[config.mk]
export PLATFORM = sky130hd
export DESIGN_NAME = rx_addr_filter
export DESIGN_NICKNAME = d
export VERILOG_FILES = /design/src/rtl/rx_addr_filter.sv
export SDC_FILE = /design/constraint.sdc
export NUM_CORES = 1
export LEC_CHECK = 0
export ABC_AREA = 1
export BUFFER_PORTS_ARGS = -buffer_cell sky130_fd_sc_hd__buf_2
export CAP_MARGIN = 25
export CORE_ASPECT_RATIO = 1.2
export CORE_UTILIZATION = 52
export DETAILED_ROUTE_END_ITERATION = 10
export PLACE_DENSITY_LB_ADDON = 0.2
export SETUP_SLACK_MARGIN = 0.5
export SKIP_CTS_REPAIR_TIMING = 1
export SLEW_MARGIN = 40
export SYNTH_ARGS = -nofsm -noshare
export SYNTH_HDL_FRONTEND = slang
export SYNTH_SLANG_ARGS = --single-unit
[constraint.sdc]
create_clock -name clk -period 1.94 [get_ports clk]
set_clock_uncertainty 0.1 [all_clocks]
set_input_delay 0.194 -clock clk [delete_from_list [all_inputs] [get_ports clk]]
set_output_delay 0.194 -clock clk [all_outputs]
set_load 0.03 [all_outputs]
[src/rtl/rx_addr_filter.sv]
module rx_addr_filter #(
  parameter int ADDR_W    = 48,
  parameter int NUM_MC    = 4,
  parameter bit EXT_MCAST = 1'b0
) (
  input  logic                         clk,
  input  logic                         rst_n,
  input  logic                         cfg_wr,
  input  logic [$clog2(NUM_MC+2)-1:0]  cfg_addr,
  input  logic [ADDR_W:0]              cfg_wdata,
  input  logic                         frm_end,
  input  logic [ADDR_W-1:0]            frm_dst,
  input  logic                         frm_good,
  input  logic                         mac_match,
  output logic                         acc_pulse,
  output logic                         rej_pulse
);
  localparam int SEL_W = $clog2(NUM_MC + 2);
  localparam logic [SEL_W-1:0] CTRL_SEL = SEL_W'(NUM_MC + 1);

  logic [ADDR_W-1:0] uc_addr;
  logic [ADDR_W-1:0] mc_addr [NUM_MC];
  logic [NUM_MC-1:0] mc_vld;
  logic              promisc, mc_rej, bc_rej;

  always_ff @(posedge clk) begin
    if (!rst_n) begin
      uc_addr <= '0;
      mc_vld  <= '0;
      promisc <= 1'b0;
      mc_rej  <= 1'b0;
      bc_rej  <= 1'b0;
      for (int i = 0; i < NUM_MC; i++) mc_addr[i] <= '0;
    end else if (cfg_wr) begin
      if (cfg_addr == '0) uc_addr <= cfg_wdata[ADDR_W-1:0];
      if (cfg_addr == CTRL_SEL) begin
        promisc <= cfg_wdata[0];
        mc_rej  <= cfg_wdata[1];
        bc_rej  <= cfg_wdata[2];
      end
      for (int i = 0; i < NUM_MC; i++)
        if (cfg_addr == SEL_W'(i + 1)) begin
          mc_addr[i] <= cfg_wdata[ADDR_W-1:0];
          mc_vld[i]  <= cfg_wdata[ADDR_W];
        end
    end
  end

  logic [NUM_MC-1:0] mc_hit;
  always_comb
    for (int i = 0; i < NUM_MC; i++)
      mc_hit[i] = mc_vld[i] && (mc_addr[i] == frm_dst);

  wire is_bcast = &frm_dst;
  wire is_mcast = frm_dst[ADDR_W-8] && !is_bcast;
  wire uc_hit   = (frm_dst == uc_addr);
  wire soft_ok  = |mc_hit || is_bcast || uc_hit || promisc;
  wire pass_rej = (is_mcast && mc_rej) || (is_bcast && bc_rej);
  wire ext_rej  = EXT_MCAST && !promisc;
  wire drop     = !frm_good || ext_rej || (mac_match ? pass_rej : !soft_ok);

  always_ff @(posedge clk) begin
    if (!rst_n) begin
      acc_pulse <= 1'b0;
      rej_pulse <= 1'b0;
    end else begin
      acc_pulse <= frm_end && !drop;
      rej_pulse <= frm_end && drop;
    end
  end

  AST_ONE_VERDICT: assert property (@(posedge clk) disable iff (!rst_n) frm_end |=> (acc_pulse ^ rej_pulse));
  AST_NO_STRAY:    assert property (@(posedge clk) disable iff (!rst_n) !frm_end |=> !(acc_pulse || rej_pulse));
  AST_BAD_DROPS:   assert property (@(posedge clk) disable iff (!rst_n) (frm_end && !frm_good) |=> rej_pulse);
  AST_EXT_DROPS:   assert property (@(posedge clk) disable iff (!rst_n) (EXT_MCAST && frm_end && !promisc) |=> rej_pulse);
  AST_PROMISC_KEEPS: assert property (@(posedge clk) disable iff (!rst_n) (frm_end && frm_good && !mac_match && promisc) |=> acc_pulse);
  AST_BCAST_VETO:  assert property (@(posedge clk) disable iff (!rst_n) (frm_end && frm_good && mac_match && is_bcast && bc_rej) |=> rej_pulse);
endmodule

# Word-level counts from Yosys, hierarchy flattened
# Memory sizes are Yosys's and may differ from the RTL's.
# Cells that the tools add are included.
dict set report word_totals {
  ff_bits 57
  ram_bits 192
  in_bits 106
  output_inout_bits 2
  wordCells 74
  memories 1
}
dict set report classes {
  eq_ne 10
  n_mux 22
  bitwise 4
  reduce_logical 27
}
# name words word_bits read_ports rd_ports_with_merged_regs wr line
set mem_list {}
lappend mem_list {mc_addr 4 48 4 0 4 22} ;# logic [ADDR_W-1:0] mc_addr [NUM_MC];
# operator n
set op_table {}
lappend op_table {{$eq 48x48->1} 5}
lappend op_table {{$mux 48} 4}
lappend op_table {{$reduce_and 48->1} 1}
lappend op_table {{$mux 1} 18}
lappend op_table {{$reduce_and 2->1} 6}
lappend op_table {{$logic_and 1x1->1} 9}
lappend op_table {{$eq 3x2->1 const B} 2}
lappend op_table {{$eq 3x3->1 const B} 2}
lappend op_table {{$logic_or 1x1->1} 5}
lappend op_table {{$logic_not 1->1} 4}
lappend op_table {{$or 1x1->1} 4}
lappend op_table {{$reduce_or 4->1} 1}
lappend op_table {{$eq 3x1->1 const B} 1}
lappend op_table {{$logic_not 3->1} 1}

# Logic depth before layout (Yosys ltp)
# Gate-level depths: netlist of the first run.
# An unclocked memory read counts as a cell.
dict set report depth {
  word_depth 12
  mapped_depth 15
  ltp_nobuf 14
}

# Worst setup path after synthesis of the first run
# No wires, ideal clock.
dict set report synth_timing {
  path_kind {input to register}
  start {in cfg_wr}
  end {mem mc_addr[2][0], enable pin}
  setup_ns 0.407
  arrival_ns 1.599
  required_ns 1.433
  path_slack_ns -0.166
  cell_stages 6
  path_buffers 0
  cell_sequence {inv_1 > nor2_1 > nand2_1 > nor2_1 > inv_1 > nand2_1}
}
# item line
set synth_rtl {}
lappend synth_rtl {{start: declaration} 8} ;# input logic cfg_wr,
lappend synth_rtl {{end: declaration} 22}

==> results of run 1 <==
## logic make-up (layout without fill, tap and decap cells)
family          count (synthesis)  in the layout  share of synthesized area (%)
compound gates                172            172                           6.95
xor+xnor                       80             80                           5.50
buf+inv                       273            444                           8.53
flops                         249            249                           54.2
other cells                     0              1                              0
simple gates                  819            819                           24.8
## final timing paths
path                               startpoint        end  slack [ps]  cells past startpoint
worst max register to register  mc_addr[3][9]  acc_pulse         200                     11
worst min register to register      mc_vld[2]  mc_vld[2]         410                      2
worst max-delay path            mc_addr[3][9]  acc_pulse         200                     11
worst min-delay path              cfg_addr[0]  mc_vld[1]         -20                      5
## state kept, by name, summed over array words and instances, names as in the netlist
register / count
rej_pulse: 1
mc_addr: 192
mc_vld: 4
uc_addr: 48
acc_pulse: 1
mc_rej: 1
bc_rej: 1
promisc: 1
## cells in the mapped netlist, types with 2 or more instances
cell,n
a21oi_1,53
edfxtp_1,192
o21ai_0,77
xnor2_1,71
buf_4,5
nor3_1,7
buf_2,26
clkbuf_1,26
nand2_1,444
inv_2,36
or2_1,2
nor2_1,335
buf_1,3
nand3_1,17
dfxtp_1,57
or2_0,2
o22ai_1,14
o21ai_1,26
inv_1,174
nor3_2,3
nand4_1,5
xor2_1,9
## power breakdown
part           switching [W]  total, W  leakage, nW  internal, W
logic                0.00115   0.00174         4.10     0.000591
clock network        0.00208   0.00489        0.411      0.00281
registers           0.000169   0.00623         2.32      0.00606
total                0.00339    0.0129         6.83      0.00946
## per-layer routing
metal / share of wire (%) / vias to the layer above / GRT usage [%]
met5: 0 / - / 0
met1: 39 / 5209 / 46.5
met2: 48 / 535 / 57.5
met3: 8.3 / 107 / 4.39
met4: 5.3 / 0 / 17.4
li1: - / 5279 / -
## metrics by stage
stage          std cells  setup WS [ps]
3_5_place_dp        1985           32.8
3_3_place_gp        1985           28.0
5_1_grt             2084            128
2_1_floorplan       1593            291
6_report            2085            204
4_1_cts             2033           12.6
## worst max-delay path, delay by kind of cell, from the launching register on
| kind | cells | cell delay (ps) |
|---|---|---|
| flip-flops | 1 | 410 |
| AND/OR/NAND/NOR | 10 | 850 |
| XOR/XNOR | 1 | 310 |
## area by class of cell
type | instances | area (um^2) | share of cell area [%]
flip-flops and latches | 249 | 6910 | 45.2
clock inverters | 6 | 27.5 | 0.180
repair buffers | 184 | 1380 | 9.03
clock buffers | 42 | 802 | 5.25
diodes | 1 | 2.50 | 0.0164
multi-input cells | 1071 | 4950 | 32.4
well taps | 320 | 400 | 2.62
inverters | 212 | 800 | 5.24
==> key figures, run 1 <==
Pwr
  – IR drop worst, VDD: 0.663 mV
  – PwrDens: 842 nW/um^2
  – Static leakage: 6.83 nW
  – Overall Power: 0.0129 W

Critical path
  – Type of the worst setup path: reg2reg
  – Cells along the critical path: xnor2_2 > nand2_1 > nor2_2 > nand3_1 > nor2_1 > nand2_1 > nand2_1 > nor2_2 > nand2_2 > nand2_1 > nor2_1
  – Critical Path Most Common Cell: nand2_1
  – Slowest CP cell: edfxtp_1
  – Worst-path maximum fanout: 2
  – WP data required: 2320 ps
  – Critical Path Start Type: flip-flop
  – Worst path max stage delay: 410 ps
  – Crit. End Element: flip-flop
  – Critical Path AT: 2110 ps

Die
  – Core area: 24000 um^2
  – Die Height: 173 um
  – Starting Density: 53.2%
  – FP Rows: 62
  – Width of the die: 145 um
  – I/O pin total: 108
  – Full die area: 25100 um^2

Logic synthesis
  – Top_reg_cell synth: edfxtp_1
  – Unique masters post-synth: 31
  – Post-synthesis cell area: 12700 um^2
  – Post-Synthesis Cells: 1593
  – Post-synth top area share: 45.3%
  – Post-synth EDFFs: 192
  – Ranking of synthesized cells by area: edfxtp_1, nand2_1, nor2_1
  – Synth warn: 0
  – Area leader, netlist: edfxtp_1
  – Syn nets: 1699
  – Yosys reg bits: 249
  – Avg Cell Area, Syn: 8.00 um^2
  – Sequential share of the synthesized area: 54.2%
  – Fraction of registers with async set/reset: 0%

Cells and area
  – Post-route cell area: 15300 um^2
  – Fillers: 2059
  – Layout Utilization: 63.7%
  – Share of cells above drive strength 1: 15.6%
  – # nets final: 1850
  – Commonest non-fill, non-tap cells in the layout: nand2_1, nor2_1, edfxtp_1
  – Area growth syn-to-layout: 19.8%
  – Commonest non-fill, non-tap cell in the layout: nand2_1

Clock network
  – CTS tree: yes
  – CTS buffer count: 26
  – Worst-path clk slew: 60 ps
  – Root Buffer: clkbuf_16
  – Clock sinks: 249
  – H-tree levels: 1
  – Clk Latency, worst-skew pair: 540 ps
  – Clock buffer depth: 3

Status
  – Failing checks: negative hold slack
  – Status: finished, violations left

Placed design
  – Placed cell areas: 13800 um^2
  – GP Congestion: 1.03
  – DP HPWL: 31500 um
  – I/O Buffers: 107

Routing
  – DRC viols: 0
  – Vias per cell: 5.34
  – Iteration-0 DRC Markers: 1083
  – Drt total wl: 43400 um
  – Avg WL per Cell: 20.8 um
  – Detail Route Antenna Nets: 0
  – Drt pass-1 iters: 5
  – Via count: 11100

STA
  – RSZ-0062 raised after global routing: true
  – Crit path time final: 1740 ps
  – Hold Slack: -22.3 ps
  – Final setup violating endpoints: 0
  – Final Hold Viols: 4
  – Max Slew Vio Count: 0
  – Post-route setup TNS: 0 ps
  – Fin crit share: 89.5%
  – Max Fclk: 576 MHz
  – Worst Tran Pin Value: 702 ps
  – Slew Limit Headroom: 53.2%

Global routing
  – First-pass GRT wire length: 63400 um
  – Aggregate global routing overflow: 0
  – Initial antenna violation count: 0
  – Vias in the first global route: 10500
  – Largest net degree at the start of global routing: 97
  – Total GRT Usage: 35.4%

Worst hold path
  – Worst hold-check path type: in2reg

Flow run
  – MaxCap Viol Count: 0
Power figures use the tool's default switching activity.
==> run 2, diff against run 1 <==
- CORE_MARGIN: not set -> 8
==> run 2 against run 1 <==
Utilization decreased by 0.27 points. Critical endpoint unchanged. Cell count decreased by 0.19%. First-iteration DRC count increased by 7.1%. Power increased by 0.85%. Routed wire length increased by 3.4%. Sequential cell count unchanged. Hold slack got worse by 16 ps. Register-to-register slack improved by 30 ps. Clock-buffer cell count decreased by 2. Die area increased by 19%. The run still ends with negative hold slack left. Critical path depth increased by 2. Sequential share of layout area about the same.
==> key figures, run 2 (synthesized netlist as in run 1, its figures left out) <==
Critical path
  – Reg2Reg Depth: 13 (+2)
  – Critical Path AT: 2080 ps (-30 ps)
  – Buf+Inv Stages, Crit Path: 0 (unchanged)
  – Cells along the critical path: nand2_1 > nand2_1 > nor2_1 > nand2_1 > nor2_2 > nand2_1 > nor2_1 > nand2_1 > nand2_1 > nor2_2 > nand2_2 > nand2_1 > nor2_1
  – Worst r2r dst: acc_pulse
  – Crit. End Element: flip-flop
  – R2R setup slack: 230 ps (+30 ps)
  – Slowest CP cell: edfxtp_1
  – WP data required: 2320 ps (about the same)
  – Reg-to-reg startpoint: mc_addr[1][17]
  – Type of the worst setup path: reg2reg
  – Top delay family on crit path: simple AND/OR/NAND/NOR gates
  – Critical Path Most Common Cell: nand2_1
  – Critical Path Start Type: flip-flop
  – Worst path max stage delay: 420 ps (about the same)
  – Worst-path maximum fanout: 2 (unchanged)

Die
  – Width of the die: 159 um (+9.7%)
  – I/O pin total: 108 (unchanged)
  – FP Rows: 62 (unchanged)
  – Starting Density: 53.0% (-0.17 points)
  – Die Height: 187 um (+8.1%)
  – Core area: 24000 um^2 (+0.32%)
  – Full die area: 29800 um^2 (+19%)

Cells and area
  – Biggest register: mc_addr
  – Commonest non-fill, non-tap cell in the layout: nand2_1
  – Area growth syn-to-layout: 19.7% (about the same)
  – # nets final: 1848 (-0.11%)
  – Inserted Diodes: 0 (-1)
  – Largest register FFs: 192 (unchanged)
  – Largest regs: mc_addr x192, uc_addr x48, mc_vld x4
  – Share of cells above drive strength 1: 15.4% (-0.14 points)
  – Commonest non-fill, non-tap cells in the layout: nand2_1, nor2_1, edfxtp_1
  – Post-route cell area: 15300 um^2 (about the same)

Global routing
  – Largest net degree at the start of global routing: 53 (-45%)
  – Total GRT Usage: 29.2% (-6.2 points)
  – First-pass GRT wire length: 65900 um (+3.9%)
  – Aggregate global routing overflow: 0 (unchanged)
  – Vias in the first global route: 10900 (+3.8%)
  – Initial antenna violation count: 0 (unchanged)

Clock network
  – Worst-path clk slew: 60 ps (about the same)
  – H-tree levels: 1 (unchanged)
  – CTS tree: yes
  – CTS buffer count: 26 (unchanged)
  – Clock buffer depth: 3 (unchanged)
  – Clk Latency, worst-skew pair: 550 ps (about the same)
  – Clock sinks: 249 (unchanged)
  – Root Buffer: clkbuf_16

Pwr
  – PwrDens: 850 nW/um^2 (+0.95%)
  – Overall Power: 0.0130 W (+0.85%)
  – IR drop worst, VDD: 0.736 mV (+11%)
  – Static leakage: 6.84 nW (+0.13%)

Worst hold path
  – Worst Hold Depth: 5 (unchanged)
  – Hold endpoint: mc_vld[1]
  – Hold path start: cfg_addr[0]
  – Worst hold-check path type: in2reg

STA
  – Final setup violating endpoints: 0 (unchanged)
  – Worst Tran Pin Value: 714 ps (+12.5 ps)
  – Final Hold Viols: 5 (+1)
  – Max Slew Vio Count: 0 (unchanged)
  – Slew Limit Headroom: 52.4% (-0.83 points)
  – Max Fclk: 586 MHz (+1.7%)
  – Post-route setup TNS: 0 ps (unchanged)
  – Fin crit share: 88.0% (-1.5 points)
  – RSZ-0062 raised after global routing: true
  – Crit path time final: 1710 ps (-28.8 ps)
  – Hold Slack: -37.8 ps (-15.6 ps)

Routing
  – Detail Route Antenna Nets: 0 (unchanged)
  – Drt total wl: 44900 um (+3.4%)
  – DRC viols: 0 (unchanged)
  – Drt pass-1 iters: 6 (+1)
  – Iteration-0 DRC Markers: 1160 (+7.1%)
  – Vias per cell: 5.37 (+0.62%)
  – Avg WL per Cell: 21.6 um (+3.6%)
  – Via count: 11200 (+0.43%)

Placed design
  – Placed cell areas: 13800 um^2 (about the same)
  – GP Congestion: 1.02 (-1.1%)
  – I/O Buffers: 107 (unchanged)
  – DP HPWL: 33200 um (+5.6%)

Flow run
  – MaxCap Viol Count: 0 (unchanged)

Status
  – Status: finished, violations left
  – Failing checks: negative hold slack
==> run 2: changes by cell type in the layout (fill, tap and decap cells not counted), moves of 2 or more <==
| cell | change |
|---|---|
| xnor2_1 | -2 |
| nor2_2 | +4 |
| nand2_2 | -5 |
| nor2_4 | -3 |
| dlygate4sd3_1 | -3 |
| xnor2_2 | +2 |
| nand2_1 | +6 |
==> run 2: power breakdown <==
part	internal [W]	total (W)	switching, W
sequential	0.00606	0.00623	0.000173
clock	0.00290	0.00500	0.00210
combinational	0.000586	0.00173	0.00115
total	0.00954	0.0130	0.00342
==> run 2: layout make-up <==
cell class	instances	area, um^2
Clock buffer	40	785
Clock inverter	7	60.1
Fill cell	2090	8800
Inverter	212	800
Multi-Input combinational cell	1071	4930
Sequential cell	249	6910
Tap cell	320	400
Timing Repair Buffer	182	1370
==> run 2: through the flow <==
step	utilization [%]	worst slack, ps	instances	hold WS [ps]
2_1_floorplan	-	291	1593	250
3_3_place_gp	57.2	105	1985	377
3_5_place_dp	57.2	115	1985	376
4_1_cts	60.8	165	2032	-157
5_1_grt	63.4	170	2081	0.259
6_report	63.4	233	2081	-37.8
==> run 2: worst max path at each step <==
| stage | start | slack, ps | depth (start not counted) | endpoint |
|---|---|---|---|---|
| 4_1_cts | mc_addr[2][12] | 160 | 14 | acc_pulse |
| 3_3_place_gp | frm_dst[34] | 100 | 15 | acc_pulse |
| 2_1_floorplan | cfg_wr | 290 | 6 | mc_addr[1][0] |
| 5_1_grt | mc_addr[0][25] | 170 | 13 | acc_pulse |
| 3_5_place_dp | frm_dst[34] | 110 | 15 | acc_pulse |
| 6_report | mc_addr[1][17] | 230 | 13 | acc_pulse |
==> run 2: tightest hold or removal path: stages <==
cell,delay (ps)
buf_2,100
nor2_1,60
inv_1,90
nand3_1,60
o21ai_0,60
==> run 2: routing by layer <==
metal	vias up	track usage, %	part of all wire (%)
met3	109	3.92	8.7
li1	5268	-	-
met1	5220	36.6	38
met4	0	14.5	5.2
met5	-	0	0
met2	581	48.9	48
